$ cat src/rtl/cmt_pkg.sv
package cmt_pkg;
    localparam int DW      = 8;
    localparam int NFLG    = 3;
    localparam int FLG_LSB = 5;
    localparam int OSW     = 4;

    localparam logic [1:0] SEL_CNT  = 2'd0;
    localparam logic [1:0] SEL_CMPA = 2'd1;
    localparam logic [1:0] SEL_CMPB = 2'd2;
    localparam logic [1:0] SEL_CSR  = 2'd3;

    typedef enum logic [1:0] {
        ACT_KEEP = 2'b00,
        ACT_LOW  = 2'b01,
        ACT_HIGH = 2'b10,
        ACT_INV  = 2'b11
    } act_e;

    // Merge two simultaneous actions: invert, then drive 1, then drive 0.
    function automatic act_e merge_act(input act_e a, input act_e b);
        if (a == ACT_INV || b == ACT_INV)
            return ACT_INV;
        else if (a == ACT_HIGH || b == ACT_HIGH)
            return ACT_HIGH;
        else if (a == ACT_LOW || b == ACT_LOW)
            return ACT_LOW;
        else
            return ACT_KEEP;
    endfunction
endpackage

$ cat src/rtl/cmt_counter.sv
module cmt_counter
    import cmt_pkg::*;
#(
    parameter int W = DW
) (
    input  logic         clk,
    input  logic         rst_n,
    input  logic         tick_i,
    input  logic         wr_i,
    input  logic [1:0]   sel_i,
    input  logic [W-1:0] wdata_i,
    output logic [W-1:0] cnt_o,
    output logic [W-1:0] cmpa_o,
    output logic [W-1:0] cmpb_o,
    output logic         hit_a_o,
    output logic         hit_b_o,
    output logic         wrap_o
);
    localparam logic [W-1:0] ONE = {{(W-1){1'b0}}, 1'b1};
    localparam logic [W-1:0] TOP = {W{1'b1}};

    typedef struct packed {
        logic [W-1:0] cnt;
        logic [W-1:0] cmpa;
        logic [W-1:0] cmpb;
    } cnt_regs_t;

    cnt_regs_t cr_d, cr_q;
    logic      load_cnt;
    logic      moved;

    always_comb begin
        cr_d     = cr_q;
        load_cnt = wr_i && (sel_i == SEL_CNT);
        wrap_o   = 1'b0;
        if (load_cnt) begin
            cr_d.cnt = wdata_i;
        end else if (tick_i) begin
            cr_d.cnt = cr_q.cnt + ONE;
            wrap_o   = (cr_q.cnt == TOP);
        end
        if (wr_i && sel_i == SEL_CMPA) cr_d.cmpa = wdata_i;
        if (wr_i && sel_i == SEL_CMPB) cr_d.cmpb = wdata_i;
        moved   = (cr_d.cnt != cr_q.cnt);
        hit_a_o = moved && (cr_d.cnt == cr_q.cmpa);
        hit_b_o = moved && (cr_d.cnt == cr_q.cmpb);
    end

    always_ff @(posedge clk) begin
        if (!rst_n) cr_q <= '0;
        else        cr_q <= cr_d;
    end

    assign cnt_o  = cr_q.cnt;
    assign cmpa_o = cr_q.cmpa;
    assign cmpb_o = cr_q.cmpb;

    assert_count_step_R2: assert property (@(posedge clk) disable iff (!rst_n)
        (tick_i && !load_cnt) |=> (cr_q.cnt == $past(cr_q.cnt) + ONE));

    assert_wrap_zero_R4: assert property (@(posedge clk) disable iff (!rst_n)
        wrap_o |=> (cr_q.cnt == '0));
endmodule

$ cat src/rtl/cmt_csr.sv
module cmt_csr
    import cmt_pkg::*;
(
    input  logic            clk,
    input  logic            rst_n,
    input  logic            rd_i,
    input  logic            wr_i,
    input  logic [1:0]      sel_i,
    input  logic [NFLG-1:0] clr_bits_i,
    input  logic [OSW-1:0]  os_wdata_i,
    input  logic [NFLG-1:0] evt_i,
    output logic [NFLG-1:0] flg_o,
    output logic [OSW-1:0]  os_o
);
    typedef struct packed {
        logic [NFLG-1:0] flg;
        logic [NFLG-1:0] arm;
        logic [OSW-1:0]  os;
    } csr_regs_t;

    csr_regs_t cs_d, cs_q;
    logic      csr_rd, csr_wr;

    always_comb begin
        cs_d   = cs_q;
        csr_rd = rd_i && (sel_i == SEL_CSR);
        csr_wr = wr_i && (sel_i == SEL_CSR);
        for (int i = 0; i < NFLG; i++) begin
            if (csr_rd && cs_q.flg[i]) cs_d.arm[i] = 1'b1;
            if (csr_wr) begin
                if (cs_q.arm[i] && !clr_bits_i[i]) cs_d.flg[i] = 1'b0;
                cs_d.arm[i] = 1'b0;
            end
            if (evt_i[i]) cs_d.flg[i] = 1'b1;
        end
        if (csr_wr) cs_d.os = os_wdata_i;
    end

    always_ff @(posedge clk) begin
        if (!rst_n) cs_q <= '0;
        else        cs_q <= cs_d;
    end

    assign flg_o = cs_q.flg;
    assign os_o  = cs_q.os;

    for (genvar g = 0; g < NFLG; g++) begin : g_flag_chk
        assert_hw_set_wins_R6: assert property (@(posedge clk) disable iff (!rst_n)
            evt_i[g] |=> cs_q.flg[g]);
        assert_no_soft_set_R5: assert property (@(posedge clk) disable iff (!rst_n)
            (!evt_i[g] && !cs_q.flg[g]) |=> !cs_q.flg[g]);
        assert_clear_needs_read_R5: assert property (@(posedge clk) disable iff (!rst_n)
            (cs_q.flg[g] && !cs_q.arm[g]) |=> cs_q.flg[g]);
    end
endmodule

$ cat src/rtl/cmt_outlvl.sv
module cmt_outlvl
    import cmt_pkg::*;
(
    input  logic           clk,
    input  logic           rst_n,
    input  logic           hit_a_i,
    input  logic           hit_b_i,
    input  logic [OSW-1:0] os_i,
    output logic           tmr_o,
    output logic           oe_o
);
    typedef struct packed {
        logic lvl;
    } lvl_regs_t;

    lvl_regs_t lv_d, lv_q;
    act_e      act_a, act_b, act_win;

    always_comb begin
        lv_d    = lv_q;
        act_a   = hit_a_i ? act_e'(os_i[1:0]) : ACT_KEEP;
        act_b   = hit_b_i ? act_e'(os_i[3:2]) : ACT_KEEP;
        act_win = merge_act(act_a, act_b);
        case (act_win)
            ACT_LOW:  lv_d.lvl = 1'b0;
            ACT_HIGH: lv_d.lvl = 1'b1;
            ACT_INV:  lv_d.lvl = !lv_q.lvl;
            default:  lv_d.lvl = lv_q.lvl;
        endcase
    end

    always_ff @(posedge clk) begin
        if (!rst_n) lv_q <= '0;
        else        lv_q <= lv_d;
    end

    assign oe_o  = |os_i;
    assign tmr_o = lv_q.lvl && oe_o;

    assert_hold_no_hit_R8: assert property (@(posedge clk) disable iff (!rst_n)
        !(hit_a_i || hit_b_i) |=> $stable(lv_q.lvl));

    assert_invert_wins_R9: assert property (@(posedge clk) disable iff (!rst_n)
        ((hit_a_i && os_i[1:0] == 2'b11) || (hit_b_i && os_i[3:2] == 2'b11))
        |=> (lv_q.lvl != $past(lv_q.lvl)));

    assert_high_beats_low_R9: assert property (@(posedge clk) disable iff (!rst_n)
        ((hit_a_i && os_i[1:0] == 2'b10) || (hit_b_i && os_i[3:2] == 2'b10))
        && !(hit_a_i && os_i[1:0] == 2'b11) && !(hit_b_i && os_i[3:2] == 2'b11)
        |=> lv_q.lvl);
endmodule

$ cat src/rtl/cmt_timer.sv
module cmt_timer
    import cmt_pkg::*;
(
    input  logic          clk,
    input  logic          rst_n,
    input  logic          tick_i,
    input  logic [1:0]    sel_i,
    input  logic          rd_i,
    input  logic          wr_i,
    input  logic [DW-1:0] wdata_i,
    output logic [DW-1:0] rdata_o,
    output logic          tmr_out_o,
    output logic          tmr_oe_o
);
    logic [DW-1:0]   cnt, cmpa, cmpb;
    logic            hit_a, hit_b, wrap;
    logic [NFLG-1:0] flg;
    logic [OSW-1:0]  os;

    cmt_counter #(.W(DW)) u_cnt (
        .clk     (clk),
        .rst_n   (rst_n),
        .tick_i  (tick_i),
        .wr_i    (wr_i),
        .sel_i   (sel_i),
        .wdata_i (wdata_i),
        .cnt_o   (cnt),
        .cmpa_o  (cmpa),
        .cmpb_o  (cmpb),
        .hit_a_o (hit_a),
        .hit_b_o (hit_b),
        .wrap_o  (wrap)
    );

    // Flag order matches status bits 5..7: rollover, match A, match B.
    cmt_csr u_csr (
        .clk        (clk),
        .rst_n      (rst_n),
        .rd_i       (rd_i),
        .wr_i       (wr_i),
        .sel_i      (sel_i),
        .clr_bits_i (wdata_i[FLG_LSB +: NFLG]),
        .os_wdata_i (wdata_i[OSW-1:0]),
        .evt_i      ({hit_b, hit_a, wrap}),
        .flg_o      (flg),
        .os_o       (os)
    );

    cmt_outlvl u_out (
        .clk     (clk),
        .rst_n   (rst_n),
        .hit_a_i (hit_a),
        .hit_b_i (hit_b),
        .os_i    (os),
        .tmr_o   (tmr_out_o),
        .oe_o    (tmr_oe_o)
    );

    always_comb begin
        case (sel_i)
            SEL_CNT:  rdata_o = cnt;
            SEL_CMPA: rdata_o = cmpa;
            SEL_CMPB: rdata_o = cmpb;
            default:  rdata_o = {flg, 1'b1, os};
        endcase
    end
endmodule

$ cat config.mk
export PLATFORM = sky130hd
export DESIGN_NAME = cmt_timer
export DESIGN_NICKNAME = d
export VERILOG_FILES = /design/src/rtl/cmt_pkg.sv /design/src/rtl/cmt_counter.sv /design/src/rtl/cmt_csr.sv /design/src/rtl/cmt_outlvl.sv /design/src/rtl/cmt_timer.sv
export SDC_FILE = /design/constraint.sdc
export NUM_CORES = 1
export LEC_CHECK = 0
export CORE_UTILIZATION = 57
export CTS_CLUSTER_SIZE = 28
export DETAILED_ROUTE_END_ITERATION = 10
export PLACE_DENSITY = 0.83
export SLEW_MARGIN = 20
export SYNTH_ARGS = -nofsm -noshare
export SYNTH_HDL_FRONTEND = slang
export SYNTH_HIERARCHICAL = 1
export SYNTH_SLANG_ARGS = --single-unit
$ cat constraint.sdc
create_clock -name clk -period 2.9 [get_ports clk]
set_input_delay 0.58 -clock clk [delete_from_list [all_inputs] [get_ports clk]]
set_output_delay 0.58 -clock clk [all_outputs]
set_load 0.005 [all_outputs]
; ---- Yosys cells after proc, flatten, opt, wreduce, memory -nomap -nowiden
; Index checks and enable logic that the tools add are counted.
[op_classes]
n_addsub = 1
eq_ne = 16
muxes = 20
bitwise = 1
n_reduce_logical = 34
[op_table]
columns = op, count
row1 = case mux 8 bit (3 select lines), 1
row2 = == test 2 bit (second input constant), 8
row3 = == test 8 bit, 2
row4 = 2-to-1 mux 8 bit, 2
row5 = logical AND 1 bit, 14
row6 = 2-to-1 mux 1 bit, 12
row7 = nonzero test 2 bit, 6
row8 = adder 8 x 1 -> 8 bit (second input constant), 1
row9 = == test 2 x 1 -> 1 bit (second input constant), 4
row10 = == test 8 bit (second input constant), 1
row11 = 2-to-1 mux 2 bit, 4
row12 = != test 8 bit, 1
row13 = AND reduction 2 bit, 3
row14 = logical NOT 1 bit, 4
row15 = OR reduction 4 bit, 1
row16 = logical OR 1 bit, 3
row17 = case mux 1 bit (3 select lines), 1
row18 = nonzero test 3 bit, 1
row19 = logical NOT 2 bit, 1
row20 = OR reduction 2 bit, 1
row21 = NOT 1 bit, 1
[totals]
regBits = 35
inputBits = 15
out_inout_bits = 10
wordCells = 83

; ---- Longest topological paths before layout
[logic_depth]
ltp_word = 13
mapped_depth = 12
depth_no_buf = 10

; ---- Modules after synthesis
; Netlist, hierarchy kept.
[modules_own_cells]
columns = mod, n_inst, cells_each, area_each_um2, seq_area_each_um2
row1 = cmt_counter, 1, 180, 1594.0, 480.5
row2 = cmt_csr, 1, 47, 461.7, 200.2
row3 = cmt_timer, 1, 12, 197.7, 0.0
row4 = cmt_outlvl, 1, 10, 80.1, 20.0

; ---- Worst setup path before layout
; OpenSTA, ideal clock, no wires.
[synth_path]
kind = input to register
from = input port sel_i[1]
to = register u_out.lv_q
setup_ps = 120
arrival_ps = 2571
t_required_ps = 2780
path_slack_ps = 209
cell_stages = 11
path_buffers = 2
path_cell_list = buf_6 or3b_4 buf_4 a31oi_1 xor2_1 nor3_1 o31ai_1 nor4_1 a22oi_1 nand3_1 nand3_1
[synth_between]
elab_chain_cells = 13
word_cells_on_any_way = 27
cone_classes = eq/ne: 12 / mux: 7 / reduce/logical: 8
[synth_rtl]
columns = element, line_no
row1 = from (decl), cmt_timer.sv:7  ; input logic [1:0] sel_i,
row2 = logical NOT 2 bit (*), cmt_counter.sv:34  ; load_cnt = wr_i && (sel_i == SEL_CNT);
row3 = logical AND 1 bit (*), cmt_counter.sv:34
row4 = 2-to-1 mux 8 bit (*), cmt_counter.sv:36  ; if (load_cnt) begin
row5 = != test 8 bit or == test 8 bit (tied branches), "cmt_counter.sv:44, cmt_counter.sv:45"
row6 = logical AND 1 bit (*), cmt_counter.sv:45  ; hit_a_o = moved && (cr_d.cnt == cr_q.cmpa);
row7 = via hit_a, cmt_timer.sv:16  ; logic hit_a, hit_b, wrap;
row8 = 2-to-1 mux 2 bit (*), cmt_outlvl.sv:21  ; act_a = hit_a_i ? act_e'(os_i[1:0]) : ACT_KEEP;
row9 = == test 2 x 1 -> 1 bit, cmt_pkg.sv:25  ; else if (a == ACT_LOW || b == ACT_LOW)
row10 = logical OR 1 bit, cmt_pkg.sv:25
row11 = 2-to-1 mux 1 bit, cmt_pkg.sv:25
row12 = 2-to-1 mux 2 bit, cmt_pkg.sv:23  ; else if (a == ACT_HIGH || b == ACT_HIGH)
row13 = 2-to-1 mux 2 bit (*), cmt_pkg.sv:21  ; if (a == ACT_INV || b == ACT_INV)
row14 = == test 2 bit or == test 2 x 1 -> 1 bit (tied branches), cmt_outlvl.sv:24  ; case (act_win)
row15 = case mux 1 bit (3 select lines) or nonzero test 3 bit (tied branches), --
row16 = to (signal assigned), cmt_outlvl.sv:34  ; else lv_q <= lv_d;
row17 = to (decl), cmt_outlvl.sv:16  ; lvl_regs_t lv_d, lv_q;
; Mark *: on every way through the listed nets, which the timed path passes. The rest lies on a longest branch.
; A chain may end at the register's enable or synchronous reset.

; ---- Worst setup path after layout
[layout_path]
from = input port tick_i
to = register u_out.lv_q
[layout_between]
elab_chain_cells = 12
word_cells_on_any_way = 26
cone_classes = eq/ne: 12 / mux: 8 / reduce/logical: 6
[layout_rtl]
columns = element, line_no
row1 = from (decl), cmt_timer.sv:6  ; input logic tick_i,
row2 = 2-to-1 mux 8 bit (*), cmt_counter.sv:38  ; end else if (tick_i) begin
row3 = 2-to-1 mux 8 bit (*), cmt_counter.sv:36
row4 = != test 8 bit or == test 8 bit (tied branches), "cmt_counter.sv:44, cmt_counter.sv:46"
row5 = logical AND 1 bit (*), cmt_counter.sv:46  ; hit_b_o = moved && (cr_d.cnt == cr_q.cmpb);
row6 = via hit_b, cmt_timer.sv:16
row7 = 2-to-1 mux 2 bit (*), cmt_outlvl.sv:22  ; act_b = hit_b_i ? act_e'(os_i[3:2]) : ACT_KEEP;
row8 = == test 2 x 1 -> 1 bit, cmt_pkg.sv:25
row9 = logical OR 1 bit, cmt_pkg.sv:25
row10 = 2-to-1 mux 1 bit, cmt_pkg.sv:25
row11 = 2-to-1 mux 2 bit, cmt_pkg.sv:23
row12 = 2-to-1 mux 2 bit (*), cmt_pkg.sv:21
row13 = == test 2 bit or == test 2 x 1 -> 1 bit (tied branches), cmt_outlvl.sv:24
row14 = case mux 1 bit (3 select lines) or nonzero test 3 bit (tied branches), --
; Marked as above.

==> out/summary.txt <==
Outcome = finished clean
Register area = 701 um2
RSZ-0062 raised after global routing = no
Seq pwr share = 42.7%
Detailed-route wire length = 6.45 mm
CP Data Required Time = 3080 ps
Total CTS buffers = 5
Core ar. = 3800 um2
Initial cell density of the core = 61.4%
Mapped Area = 2330 um2
Final Skew = 6.02 ps
Clock network fraction of total power = 32.0%
Yosys warns = 6
DRC marker count from the first detailed-route iteration = 201
Final period utilization = 95.8%
Minimum clock period = 2780 ps
Critical Path AT = 2960 ps
Fin. Hold Viols = 0
Critical Path Start Type = input pin
CP Launch Point = tick_i
Antenna-violating nets left = 0
Avg Vias per Cell = 6.32
Vias = 2185
Hold_sp = u_out/lv_q$_SDFFE_PN0P_
Total grt overflow = 0
Footprint of the multi-input gates = 1520 um2
F_max = 0.360 GHz
Power density over the cells = 424 nW/um2
Int Pwr = 887 uW
Netlist cell types = 53
Worst vdd ir = 0.313 mV
Gpl congestion = 0.915
Ant. Diodes = 0
# IOs = 25
Seq cells post-synth = 35
Worst hold endpoint = u_out/lv_q$_SDFFE_PN0P_
GRT Total Usage = 32.7%
Worst slew margin = 52.2%
Largest net degree at the start of global routing = 23
Fill count = 274
Logic pwr share = 25.3%
Net Sw Frac = 28.6%
Tot Pwr = 1240 uW
Hold Path Stages = 2
Clk_lat worst skew = 290 ps
Port Buffers = 24
TritonCTS clock tree = yes
CTS H-tree depth = 2
Root buffer cell = clkbuf_8
Wire per inst = 18.7 um
Critical R2R Capture = u_out/lv_q$_SDFFE_PN0P_
Crit Path Class = input pin to register
Slew @ Worst Pin = 714 ps
Psw = 355 uW
Residual DRC = 0
Layout area overhead = 25.5%
P_leak = 0.00120 uW
Clock-pin slew on the worst setup and hold paths = 70 ps
Syn Inst Count = 249
Critical register-to-register path startpoint = u_cnt/cnt_o[1]$_SDFF_PN0_
Hold crit path type = register to register
Smallest hold slack = 526 ps
Final #Nets = 313
# setup viols final = 0
First-pass GRT wire length = 10.4 mm
EDFF count, synth = 0
Async set-reset flop share out of synthesis = 0%
Vias in the first global route = 2116
Number of core rows = 22
CP endpoint kind = register
Die W = 66.0 um
Syn nets = 265
Drt pass-1 iters = 5
Main synth FF type = dfxtp_1
DP HPWL = 4.76 mm
R2R Setup Slk = 410 ps
Layout cells sized above 1 = 23.2%
Initial antenna violation count = 0
Max cap viols = 0
Max Root-Sink Buffers = 2
Dpl cell area = 2780 um2
# clock sinks = 35
R2R depth = 10
Die area = 4350 um2
Mean Syn Cell Area = 9.37 um2
Slew Limit Fails = 0
Design area = 2930 um2
Seq/Total Area, Yosys = 30.0%
Crit Path Max Fanout = 7
Die height = 66.0 um
-- state kept, by name (all words and copies together) (netlist names) --
register,cells
u_csr/os_o,4
u_cnt/cmpb_o,8
u_cnt/cmpa_o,8
u_csr/flg_o,3
u_cnt/cnt_o,8
u_csr/cs_q,3
u_out/lv_q,1
-- cells in the final DEF, fill, tap and decap left out, types with 5 or more instances in the layout --
cell | synthesis | routed
a21oi_1 | 11 | 11
clkbuf_8 | 0 | 7
nand2_1 | 15 | 15
nor2b_1 | 18 | 18
mux2i_1 | 19 | 19
xor2_1 | 14 | 14
dfxtp_1 | 35 | 35
xnor2_1 | 10 | 9
nand3_1 | 7 | 7
nor3b_1 | 5 | 5
nor2_1 | 10 | 10
mux4_2 | 7 | 7
o21ai_0 | 10 | 10
clkdlybuf4s50_1 | 0 | 20
buf_4 | 8 | 35
-- cell families (layout without fill, tap and decap cells) --
group / Yosys count / in the layout / share of synthesized area [%]
AO/OA/AOI/OAI: 45 / 45 / 13.0
XOR/XNOR: 24 / 24 / 9.01
adder cells (fa/ha/maj): 1 / 1 / 0.536
buffers and inverters: 23 / 72 / 6.17
flip-flops: 35 / 35 / 30.0
multiplexers: 29 / 29 / 16.9
AND/OR/NAND/NOR: 92 / 92 / 24.3
-- synthesized netlist by cell type, types with 5 or more instances --
cell type | count | area, um2
dfxtp_1 | 35 | 701
buf_4 | 8 | 60.1
clkbuf_1 | 5 | 18.8
o21ai_0 | 10 | 50.1
nand2_1 | 15 | 56.3
nand3_1 | 7 | 35.0
nor2_1 | 10 | 37.5
nor2b_1 | 18 | 113
mux4_2 | 7 | 158
xor2_1 | 14 | 123
mux2i_1 | 19 | 190
nor3b_1 | 5 | 37.5
a21oi_1 | 11 | 55.1
xnor2_1 | 10 | 87.6
-- metrics by stage --
stage / utilization (%) / worst slack, ps / std cells / TNS, ps
finish: 77.1 / 122 / 346 / 0
global route: 77.1 / 33.9 / 346 / 0
CTS: 76.0 / 0.577 / 345 / 0
detailed placement: 73.3 / -236 / 337 / -552
global placement: 73.3 / -251 / 337 / -469
floorplan: - / 209 / 249 / 0
-- metal layers --
metal,vias up,global-route usage (%),part of all wire (%)
met1,1031,44.9,43
met4,0,13.6,3.5
met2,120,49.5,45
li1,1008,-,-
met3,26,6.55,8.5
met5,-,0,0
-- critical path, stage by stage --
cell and delay (ps):
clkdlybuf4s50_1 500, buf_4 160, xor2_1 260, mux2i_4 130
xnor2_2 160, a311oi_2 300, nand3_1 150, nor4bb_2 320
buf_4 170, a22oi_1 90, nand3_1 90, nand3_1 60
-- area by class of cell --
type                    count  share of cell area, %
well taps                  48                   2.05
flip-flops and latches     35                   23.9
multi-input cells         191                   51.8
repair buffers             61                   18.5
inverters                   3                  0.385
clock buffers               8                   3.42
-- how the worst max path moves through the flow --
stage	to	cells after the start
2_1_floorplan	u_out/lv_q$_SDFFE_PN0P_	11
3_3_place_gp	u_out/lv_q$_SDFFE_PN0P_	11
3_5_place_dp	u_out/lv_q$_SDFFE_PN0P_	11
4_1_cts	rdata_o[7]	5
5_1_grt	u_out/lv_q$_SDFFE_PN0P_	10
6_report	u_out/lv_q$_SDFFE_PN0P_	12
-- power groups by stage --
| stage | Sequential, uW | Clock (uW) | Combinational, uW |
|---|---|---|---|
| 6_report | 530 | 397 | 315 |
| 5_1_grt | 534 | 424 | 338 |
| 4_1_cts | 530 | 397 | 298 |
| 3_5_place_dp | 541 | 0 | 296 |
| 3_3_place_gp | 540 | 0 | 293 |
| 2_1_floorplan | 532 | 0 | 182 |
-- repair_timing --
item	in CTS	in global routing
hold buffers	0	0
pin swaps	0	6
setup endpoints to repair	4	8
resized for setup	2	7
buffers inserted	0	1
(Power assumes the default switching activity.)
